===== config.mk =====
export PLATFORM = sky130hd
export DESIGN_NAME = pc_cond
export DESIGN_NICKNAME = d
export VERILOG_FILES = /design/src/rtl/pc_pkg.sv /design/src/rtl/pc_scale.sv /design/src/rtl/pc_front.sv /design/src/rtl/pc_back.sv /design/src/rtl/pc_cond.sv
export SDC_FILE = /design/constraint.sdc
export NUM_CORES = 1
export LEC_CHECK = 0
export BUFFER_PORTS_ARGS = -buffer_cell sky130_fd_sc_hd__buf_4
export CELL_PAD_IN_SITES_DETAIL_PLACEMENT = 0
export CELL_PAD_IN_SITES_GLOBAL_PLACEMENT = 1
export CORE_ASPECT_RATIO = 1.4
export CORE_MARGIN = 2
export CORE_UTILIZATION = 49
export CTS_CLUSTER_SIZE = 28
export DETAILED_ROUTE_END_ITERATION = 7
export GPL_TIMING_DRIVEN = 0
export HOLD_SLACK_MARGIN = 0.12
export PLACE_DENSITY = 0.9
export SLEW_MARGIN = 10
export SYNTH_ARGS = -nofsm -noshare
export SYNTH_HDL_FRONTEND = slang
export SYNTH_SLANG_ARGS = --single-unit
export TNS_END_PERCENT = 30

===== constraint.sdc =====
create_clock -name clk -period 17.8 [get_ports clk]
set_clock_uncertainty 0.15 [all_clocks]
set_input_delay 2.67 -clock clk [delete_from_list [all_inputs] [get_ports clk]]
set_output_delay 2.67 -clock clk [all_outputs]
set_load 0.02 [all_outputs]

===== src/rtl/pc_pkg.sv =====
package pc_pkg;
    typedef enum logic [1:0] {
        TP_OFF      = 2'd0,
        TP_RAMP     = 2'd1,
        TP_SOLID    = 2'd2,
        TP_RAMP_INV = 2'd3
    } tp_mode_e;
endpackage


===== src/rtl/pc_scale.sv =====
module pc_scale #(
    parameter int DW    = 10,
    parameter int GW    = 9,
    parameter int GFRAC = 5
) (
    input  logic [DW-1:0] pix,
    input  logic [DW-1:0] black,
    input  logic [GW-1:0] gain,
    output logic [DW-1:0] result
);
    localparam int PW = DW + GW;
    localparam logic [GW-1:0] GMIN = GW'(1 << GFRAC);
    localparam logic [GW-1:0] GMAX = GW'(8 << GFRAC);
    localparam logic [PW-1:0] MAXV = PW'((1 << DW) - 1);

    logic [DW-1:0] sub;
    logic [GW-1:0] gain_c;
    logic [PW-1:0] prod;
    logic [PW-1:0] scaled;

    always_comb begin
        sub    = (pix > black) ? (pix - black) : '0;
        gain_c = (gain < GMIN) ? GMIN : ((gain > GMAX) ? GMAX : gain);
        prod   = PW'(sub) * PW'(gain_c);
        scaled = prod >> GFRAC;
        result = (scaled > MAXV) ? MAXV[DW-1:0] : scaled[DW-1:0];
    end
endmodule


===== src/rtl/pc_front.sv =====
module pc_front #(
    parameter int DW    = 10,
    parameter int GW    = 9,
    parameter int GFRAC = 5
) (
    input  logic          clk,
    input  logic          rst_n,
    input  logic          in_valid,
    input  logic          in_sof,
    input  logic          in_sol,
    input  logic [DW-1:0] in_data,
    input  logic [DW-1:0] cfg_black_sub,
    input  logic [GW-1:0] cfg_gain,
    input  logic [1:0]    cfg_tp_mode,
    input  logic [DW-1:0] cfg_tp_value,
    output logic          mid_valid,
    output logic          mid_sof,
    output logic [DW-1:0] mid_data
);
    import pc_pkg::*;

    localparam logic [DW-1:0] MAXV = DW'((1 << DW) - 1);

    typedef struct packed {
        logic [DW-1:0] bs;
        logic [GW-1:0] gain;
        tp_mode_e      tp;
        logic [DW-1:0] tpv;
        logic [DW-1:0] col;
        logic          vld;
        logic          sof;
        logic [DW-1:0] data;
    } front_t;

    front_t st_d, st_q;

    logic          load;
    logic [DW-1:0] bs_e;
    logic [GW-1:0] gain_e;
    tp_mode_e      tp_e;
    logic [DW-1:0] tpv_e;
    logic [DW-1:0] col_e;
    logic [DW-1:0] scaled;

    assign load   = in_valid & in_sof;
    assign bs_e   = load ? cfg_black_sub : st_q.bs;
    assign gain_e = load ? cfg_gain : st_q.gain;
    assign tp_e   = load ? tp_mode_e'(cfg_tp_mode) : st_q.tp;
    assign tpv_e  = load ? cfg_tp_value : st_q.tpv;
    assign col_e  = in_sol ? '0 : st_q.col;

    pc_scale #(.DW(DW), .GW(GW), .GFRAC(GFRAC)) u_scale (
        .pix    (in_data),
        .black  (bs_e),
        .gain   (gain_e),
        .result (scaled)
    );

    always_comb begin
        st_d     = st_q;
        st_d.vld = in_valid;
        st_d.sof = load;
        if (load) begin
            st_d.bs   = cfg_black_sub;
            st_d.gain = cfg_gain;
            st_d.tp   = tp_mode_e'(cfg_tp_mode);
            st_d.tpv  = cfg_tp_value;
        end
        if (in_valid) begin
            st_d.col = col_e + 1'b1;
            unique case (tp_e)
                TP_OFF:      st_d.data = scaled;
                TP_RAMP:     st_d.data = col_e;
                TP_SOLID:    st_d.data = tpv_e;
                TP_RAMP_INV: st_d.data = MAXV - col_e;
                default:     st_d.data = scaled;
            endcase
        end
    end

    always_ff @(posedge clk or negedge rst_n) begin
        if (!rst_n) begin
            st_q      <= '0;
            st_q.gain <= GW'(1 << GFRAC);
            st_q.tp   <= TP_OFF;
        end else begin
            st_q <= st_d;
        end
    end

    assign mid_valid = st_q.vld;
    assign mid_sof   = st_q.sof;
    assign mid_data  = st_q.data;
endmodule


===== src/rtl/pc_back.sv =====
module pc_back #(
    parameter int DW = 10
) (
    input  logic          clk,
    input  logic          rst_n,
    input  logic          corr_valid,
    input  logic          corr_sof,
    input  logic [DW-1:0] corr_data,
    input  logic [DW-1:0] cfg_black_add,
    output logic          out_valid,
    output logic          out_sof,
    output logic [DW-1:0] out_data
);
    localparam logic [DW:0] MAXV = (DW+1)'((1 << DW) - 1);

    typedef struct packed {
        logic [DW-1:0] add;
        logic          vld;
        logic          sof;
        logic [DW-1:0] data;
    } back_t;

    back_t st_d, st_q;

    logic          load;
    logic [DW-1:0] add_e;
    logic [DW:0]   sum;

    assign load  = corr_valid & corr_sof;
    assign add_e = load ? cfg_black_add : st_q.add;
    assign sum   = {1'b0, corr_data} + {1'b0, add_e};

    always_comb begin
        st_d     = st_q;
        st_d.vld = corr_valid;
        st_d.sof = load;
        if (load) st_d.add = cfg_black_add;
        if (corr_valid) st_d.data = (sum > MAXV) ? MAXV[DW-1:0] : sum[DW-1:0];
    end

    always_ff @(posedge clk or negedge rst_n) begin
        if (!rst_n) st_q <= '0;
        else        st_q <= st_d;
    end

    assign out_valid = st_q.vld;
    assign out_sof   = st_q.sof;
    assign out_data  = st_q.data;
endmodule


===== src/rtl/pc_cond.sv =====
module pc_cond #(
    parameter int DW    = 10,
    parameter int GW    = 9,
    parameter int GFRAC = 5
) (
    input  logic          clk,
    input  logic          rst_n,
    input  logic          in_valid,
    input  logic          in_sof,
    input  logic          in_sol,
    input  logic [DW-1:0] in_data,
    input  logic [DW-1:0] cfg_black_sub,
    input  logic [GW-1:0] cfg_gain,
    input  logic [DW-1:0] cfg_black_add,
    input  logic [1:0]    cfg_tp_mode,
    input  logic [DW-1:0] cfg_tp_value,
    output logic          mid_valid,
    output logic          mid_sof,
    output logic [DW-1:0] mid_data,
    input  logic          corr_valid,
    input  logic          corr_sof,
    input  logic [DW-1:0] corr_data,
    output logic          out_valid,
    output logic          out_sof,
    output logic [DW-1:0] out_data
);
    pc_front #(.DW(DW), .GW(GW), .GFRAC(GFRAC)) u_front (
        .clk           (clk),
        .rst_n         (rst_n),
        .in_valid      (in_valid),
        .in_sof        (in_sof),
        .in_sol        (in_sol),
        .in_data       (in_data),
        .cfg_black_sub (cfg_black_sub),
        .cfg_gain      (cfg_gain),
        .cfg_tp_mode   (cfg_tp_mode),
        .cfg_tp_value  (cfg_tp_value),
        .mid_valid     (mid_valid),
        .mid_sof       (mid_sof),
        .mid_data      (mid_data)
    );

    pc_back #(.DW(DW)) u_back (
        .clk           (clk),
        .rst_n         (rst_n),
        .corr_valid    (corr_valid),
        .corr_sof      (corr_sof),
        .corr_data     (corr_data),
        .cfg_black_add (cfg_black_add),
        .out_valid     (out_valid),
        .out_sof       (out_sof),
        .out_data      (out_data)
    );
endmodule


======== Word-level counts from Yosys, hierarchy flattened ========
Index checks and enable logic that the tools add are counted.
word-level totals
  register bits ........................... 75
  input bits .............................. 68
  output and inout bits ................... 24
  word-level logic and storage cells ...... 40
cells by class
  add/sub/neg operators ................... 4
  multiply operators ...................... 1
  magnitude comparators ................... 5
  equality and inequality tests ........... 3
  multiplexer cells ....................... 12
  bitwise operators ....................... 2
  reductions and logical operators ........ 1
operator list
  cell                                                         count
  two-way mux 10 bit                                           7
  case mux 10 bit (4 select lines)                             1
  two-way mux 9 bit                                            3
  multiplier 10 x 9 -> 19 bit                                  1
  > comparator 14 x 10 -> 1 bit (second input constant)        1
  adder 10 x 10 -> 11 bit                                      1
  > comparator 11 x 10 -> 1 bit (second input constant)        1
  adder 10 x 1 -> 10 bit (second input constant)               1
  > comparator 10 bit                                          1
  subtractor 10 bit                                            1
  subtractor 10 bit (first input constant)                     1
  > comparator 9 bit (second input constant)                   1
  less-than comparator 9 x 6 -> 1 bit (second input constant)  1
  equality test 2 bit (second input constant)                  2
  AND 1 bit                                                    2
  equality test 2 x 1 -> 1 bit (second input constant)         1
  zero test 2 bit                                              1
  two-way mux 2 bit                                            1

======== Longest topological paths before layout ========
  depth in word-level cells ............... 9
  depth in mapped cells ................... 34
  mapped depth without buffers ............ 29

======== Modules after synthesis ========
From an unflattened synthesis, not the netlist that was laid out.
unflattened totals
  cell total of the unflattened synthesis .. 789
  area total of the unflattened synthesis .. 7,363.3 sq um
by module, submodules not included
  module    times used  cells an instance  area each (sq um)  seq. area each (sq um)
  pc_scale  1           464                3,559.7            0.0
  pc_front  1           221                2,555.0            1,327.5
  pc_back   1           104                1,248.7            550.5

======== Worst setup path before layout ========
No wires, ideal clock.
  path kind ............................... input port to flip-flop
  from .................................... in in_valid
  to ...................................... reg u_front.st_q (netlist bit u_front.mid_data[1])
  setup time .............................. 0.149 ns
  arrival ................................. 10.441 ns
  required time ........................... 17.501 ns
  path slack .............................. 7.061 ns
  cell stages on the path ................. 32
  buffers on the path ..................... 6
  cell sequence ........................... buf_2 -> nand2_2 -> buf_2 -> buf_2 -> buf_1 -> mux2_2 -> ha_1 -> fa_1 -> nand2b_1 -> a211oi_1 -> nor2_1 -> o21bai_1 -> o31a_1 -> buf_2 -> buf_1 -> nand3_1 -> fa_1 -> inv_1 -> fa_1 -> fa_1 -> inv_1 -> fa_1 -> inv_1 -> ha_1 -> a21o_1 -> a31o_1 -> a211oi_4 -> a211o_1 -> a21oi_1 -> a311o_1 -> o31ai_4 -> o211ai_1
between the ends
  cells in the longest elaborated chain, start to end .. 9
  elaborated cells on any way between the ends .. 20
  classes of those cells .................. add/sub: 1; mul: 1; order compare: 4; eq/ne: 3; mux: 9; bitwise: 1; reduce/logical: 1
RTL lines
  item                              RTL line        text
  start, declared                   pc_cond.sv:8    input logic in_valid,
  AND 1 bit                         pc_front.sv:45  assign load = in_valid & in_sof;
  two-way mux 9 bit                 pc_front.sv:47  assign gain_e = load ? cfg_gain : st_q.gain;
  > comparator 9 bit                pc_scale.sv:23  gain_c = (gain < GMIN) ? GMIN : ((gain > GMAX) ? GMAX : gain);
  two-way mux 9 bit (2 in a row)    pc_scale.sv:23
  multiplier 10 x 9 -> 19 bit       pc_scale.sv:24  prod = PW'(sub) * PW'(gain_c);
  > comparator 14 x 10 -> 1 bit     pc_scale.sv:26  result = (scaled > MAXV) ? MAXV[DW-1:0] : scaled[DW-1:0];
  two-way mux 10 bit                pc_scale.sv:26
  case mux 10 bit (4 select lines)  pc_front.sv:71  unique case (tp_e)
  end signal, assigned              pc_front.sv:87  st_q <= st_d;
  end, declared                     pc_front.sv:35  front_t st_d, st_q;
Several ways; a longest one is shown, not always the timed one.
A chain may end at the register's enable or synchronous reset.

======== Worst setup path in the final report ========
  from .................................... in in_valid
  to ...................................... reg u_front.st_q (netlist bit u_front.mid_data[5])
Same word-level chain as after synthesis.

==> flow_metrics.tcl <==
set metrics [dict create \
    power.share.switching 0.4087 \
    slowest_stage "fa_1" \
    grt.busiest_layer "met2" \
    crit_required_ns 17.84 \
    die_h_um 149.1 \
    critical_path_class "in -> reg" \
    crit_path_frequent_cell "fa_1" \
    gr-usage-met1 0.2755 \
    ant_nets 0 \
    syn_inst 805 \
    drc 0 \
    cts_sinks 75 \
    place.gp.congestion 0.8676 \
    setup_tns_ns 0 \
    place_inst 1088 \
    grt_setup_unrepaired "no" \
    seqPwrFrac 0.232 \
    hp-class "reg -> reg" \
    cp.arrival_ns 11.63 \
    first_iter_violations 309 \
    routed-via-count 5938 \
    syn_nets 988 \
    synth_cell_types 71 \
    die-area_um2 16050 \
    async_flop_share 1.000 \
    drive_above_1_share 0.2075 \
    start_kind "input pin" \
    ys_seq_area_frac 0.2548 \
    ys_warn_count 0 \
    total_power_uw 947.8 \
    antenna_cells 0 \
    track_usage 0.2286 \
    core_um2 14850 \
    fmax_mhz 86.28 \
    power_switching_uw 387.3 \
    use_met2 0.4170 \
    tightest_slew_ns 0.9399 \
    path_clk_slew_ns 0.06 \
    max_slew_margin 0.3734 \
    period_needed_ns 11.59 \
    area_growth_syn_to_layout_pct 17.28 \
    die_x_um 107.7 \
    placed_cell_area_um2 8294 \
    cts_tree "built" \
    synthFlopType "dfrtp_1" \
    initial_utilization 0.4962 \
    setup_violations 0 \
    reg2reg_from "u_front.st_q[43]" \
    synth_edf_count 0 \
    hp-start "u_front.st_q[22]" \
    period_share 0.6511 \
    wl_per_cell_um 15.75 \
    hold_viol 0 \
    vias_per_cell 5.383 \
    use_met3 0.02534 \
    crit_fanout 10 \
    clkPwrFrac 0.223 \
    clk_path_buf_depth 2 \
    nets 1090 \
    max-cap-violations 0 \
    status "finished clean" \
    clk-insertion-delay-late_ns 0.33 \
    power.internal_uw 560.5 \
    dp_hpwl_um 13900 \
    grt_start_max_net_pins 76 \
    netlist_area_um2 7371 \
    cp-startpoint "in_valid" \
    drtPass1Iterations 5 \
    ctsHoldBuffers 0 \
    cts_root_buffer "clkbuf_16" \
    rrSetupSlack_ns 9.91 \
    vdd_ir_drop_max_mv 0.07216 \
    fin_util 0.5820 \
    power_frac_comb 0.546 \
    rows 53 \
    fin_area_um2 8645 \
    h-tree-depth 3 \
    antenna_found_initial 0 \
    io_pins 92 \
    synth_area_per_cell_um2 9.156 \
    cts_resized 0 \
    leakage_nw 4.214 \
    port_buffers 91 \
    drt-total-wl_um 17370 \
    max_stage_delay_ns 0.54 \
    postCtsSetupBuffers 0 \
    stdcell_count 1103 \
    cts_buffers 9 \
    grt_pass1_wl_um 29330 \
    final_max_slew_viol_count 0 \
    power.density_nw_per_um2 109.6 \
    grt_overflow_total 0 \
    grt_pass1_vias 6255 \
    yosys_register_bits 75 \
    crit_path_end_kind "register" \
]
==> flip-flops by register name (all words and copies together) (netlist names) <==
signal,cells
u_front.st_q,41
u_back.out_data,10
u_back.st_q,10
u_front.mid_data,10
u_back.out_sof,1
u_back.out_valid,1
u_front.mid_sof,1
u_front.mid_valid,1
==> synthesized netlist by cell type (all sizes together), types with 2 or more instances <==
| cell | instances | area (um^2) |
|---|---|---|
| inv | 104 | 390.4 |
| nor2 | 79 | 296.5 |
| dfrtp | 74 | 1852 |
| fa | 59 | 1181 |
| ha | 56 | 700.7 |
| nand2 | 53 | 201.5 |
| o21ai | 43 | 215.2 |
| mux2 | 32 | 360.4 |
| nand3 | 31 | 160.1 |
| a21oi | 29 | 156.4 |
| buf | 29 | 197.7 |
| xnor2 | 24 | 217.7 |
| nor2b | 16 | 100.1 |
| clkbuf | 15 | 57.55 |
| o211ai | 15 | 112.6 |
| mux2i | 14 | 140.1 |
| xor2 | 14 | 122.6 |
| nand2b | 12 | 75.07 |
| nor3 | 11 | 60.06 |
| o22a | 10 | 88.84 |
| a21o | 7 | 52.55 |
| or3 | 7 | 43.79 |
| nand4 | 6 | 37.54 |
| nor4 | 6 | 37.54 |
| and2 | 5 | 32.53 |
| and3 | 5 | 32.53 |
| or2 | 5 | 31.28 |
| a211oi | 4 | 42.54 |
| a21boi | 4 | 30.02 |
| a31o | 4 | 35.04 |
| a31oi | 4 | 25.02 |
| o31ai | 4 | 43.79 |
| a22oi | 2 | 15.01 |
| a41oi | 2 | 17.52 |
| and4 | 2 | 17.52 |
| or4 | 2 | 22.52 |
==> layout by cell type, fill, tap and decap left out, drive strengths merged, types with 5 or more instances in the layout <==
master  count
a21o        7
a21oi      29
and2        5
and3        5
buf       120
clkbuf     26
dfrtp      74
fa         59
ha         56
inv       104
mux2       32
mux2i      14
nand2      53
nand2b     12
nand3      31
nand4       6
nor2       79
nor2b      16
nor3       11
nor4        6
o211ai     15
o21ai      43
o22a       10
or2         5
or3         7
xnor2      24
xor2       14
==> worst max-delay path, delay by kind of cell <==
family / cells / cell delay (ns)
simple gates: 4 / 0.97
mux: 1 / 0.40
fa+ha+maj: 7 / 3.04
buf+inv: 9 / 1.82
compound gates: 11 / 2.68
==> layout make-up <==
class | instances | area [um^2]
Inverter | 104 | 390.4
Clock buffer | 11 | 252.7
Timing Repair Buffer | 91 | 683.2
Clock inverter | 4 | 97.59
Multi-Input combinational cell | 582 | 4847
Fill cell | 1344 | 6210
Tap cell | 192 | 240.2
Sequential cell | 75 | 1878
Buffer | 44 | 255.2
==> worst paths after layout <==
check,to,depth (start not counted)
hold reg to reg,u_front.st_q[22],1
hold / removal,u_front.st_q[22],1
setup / recovery,u_front.mid_data[5],32
max in group asynchronous,u_front.st_q[13],1
setup reg to reg,u_front.mid_data[5],26
min in group asynchronous,u_back.st_q[13],1
==> logic make-up after synthesis <==
kind of cell	share of synthesized area
fa+ha+maj	0.2553
flops	0.2548
mux	0.06790
buf+inv	0.08759
xor+xnor	0.04617
compound gates	0.1304
simple gates	0.1579
==> per-layer routing <==
| metal | wire length, um | vias up | share of wire |
|---|---|---|---|
| met3 | 681 | 27 | 0.039 |
| met4 | 431 | 0 | 0.025 |
| li1 | - | 2889 | - |
| met5 | 0 | - | 0 |
| met2 | 9139 | 150 | 0.53 |
| met1 | 7121 | 2872 | 0.41 |
==> through the flow <==
| step | hold WS [ns] | worst slack (ns) |
|---|---|---|
| 6_report | 0.3425 | 6.210 |
| 5_1_grt | 0.3578 | 5.620 |
| 4_1_cts | 0.3460 | 6.198 |
| 3_5_place_dp | 0.3337 | 5.934 |
| 3_3_place_gp | 0.3286 | 5.922 |
| 2_1_floorplan | 0.3161 | 7.061 |
==> power by group through the flow <==
stage	logic, mW	registers [mW]	clock network, mW
6_report	0.517	0.220	0.211
5_1_grt	0.582	0.223	0.219
3_5_place_dp	0.517	0.223	0
3_3_place_gp	0.512	0.221	0
4_1_cts	0.521	0.220	0.213
2_1_floorplan	0.380	0.217	0
(Power assumes the default switching activity.)
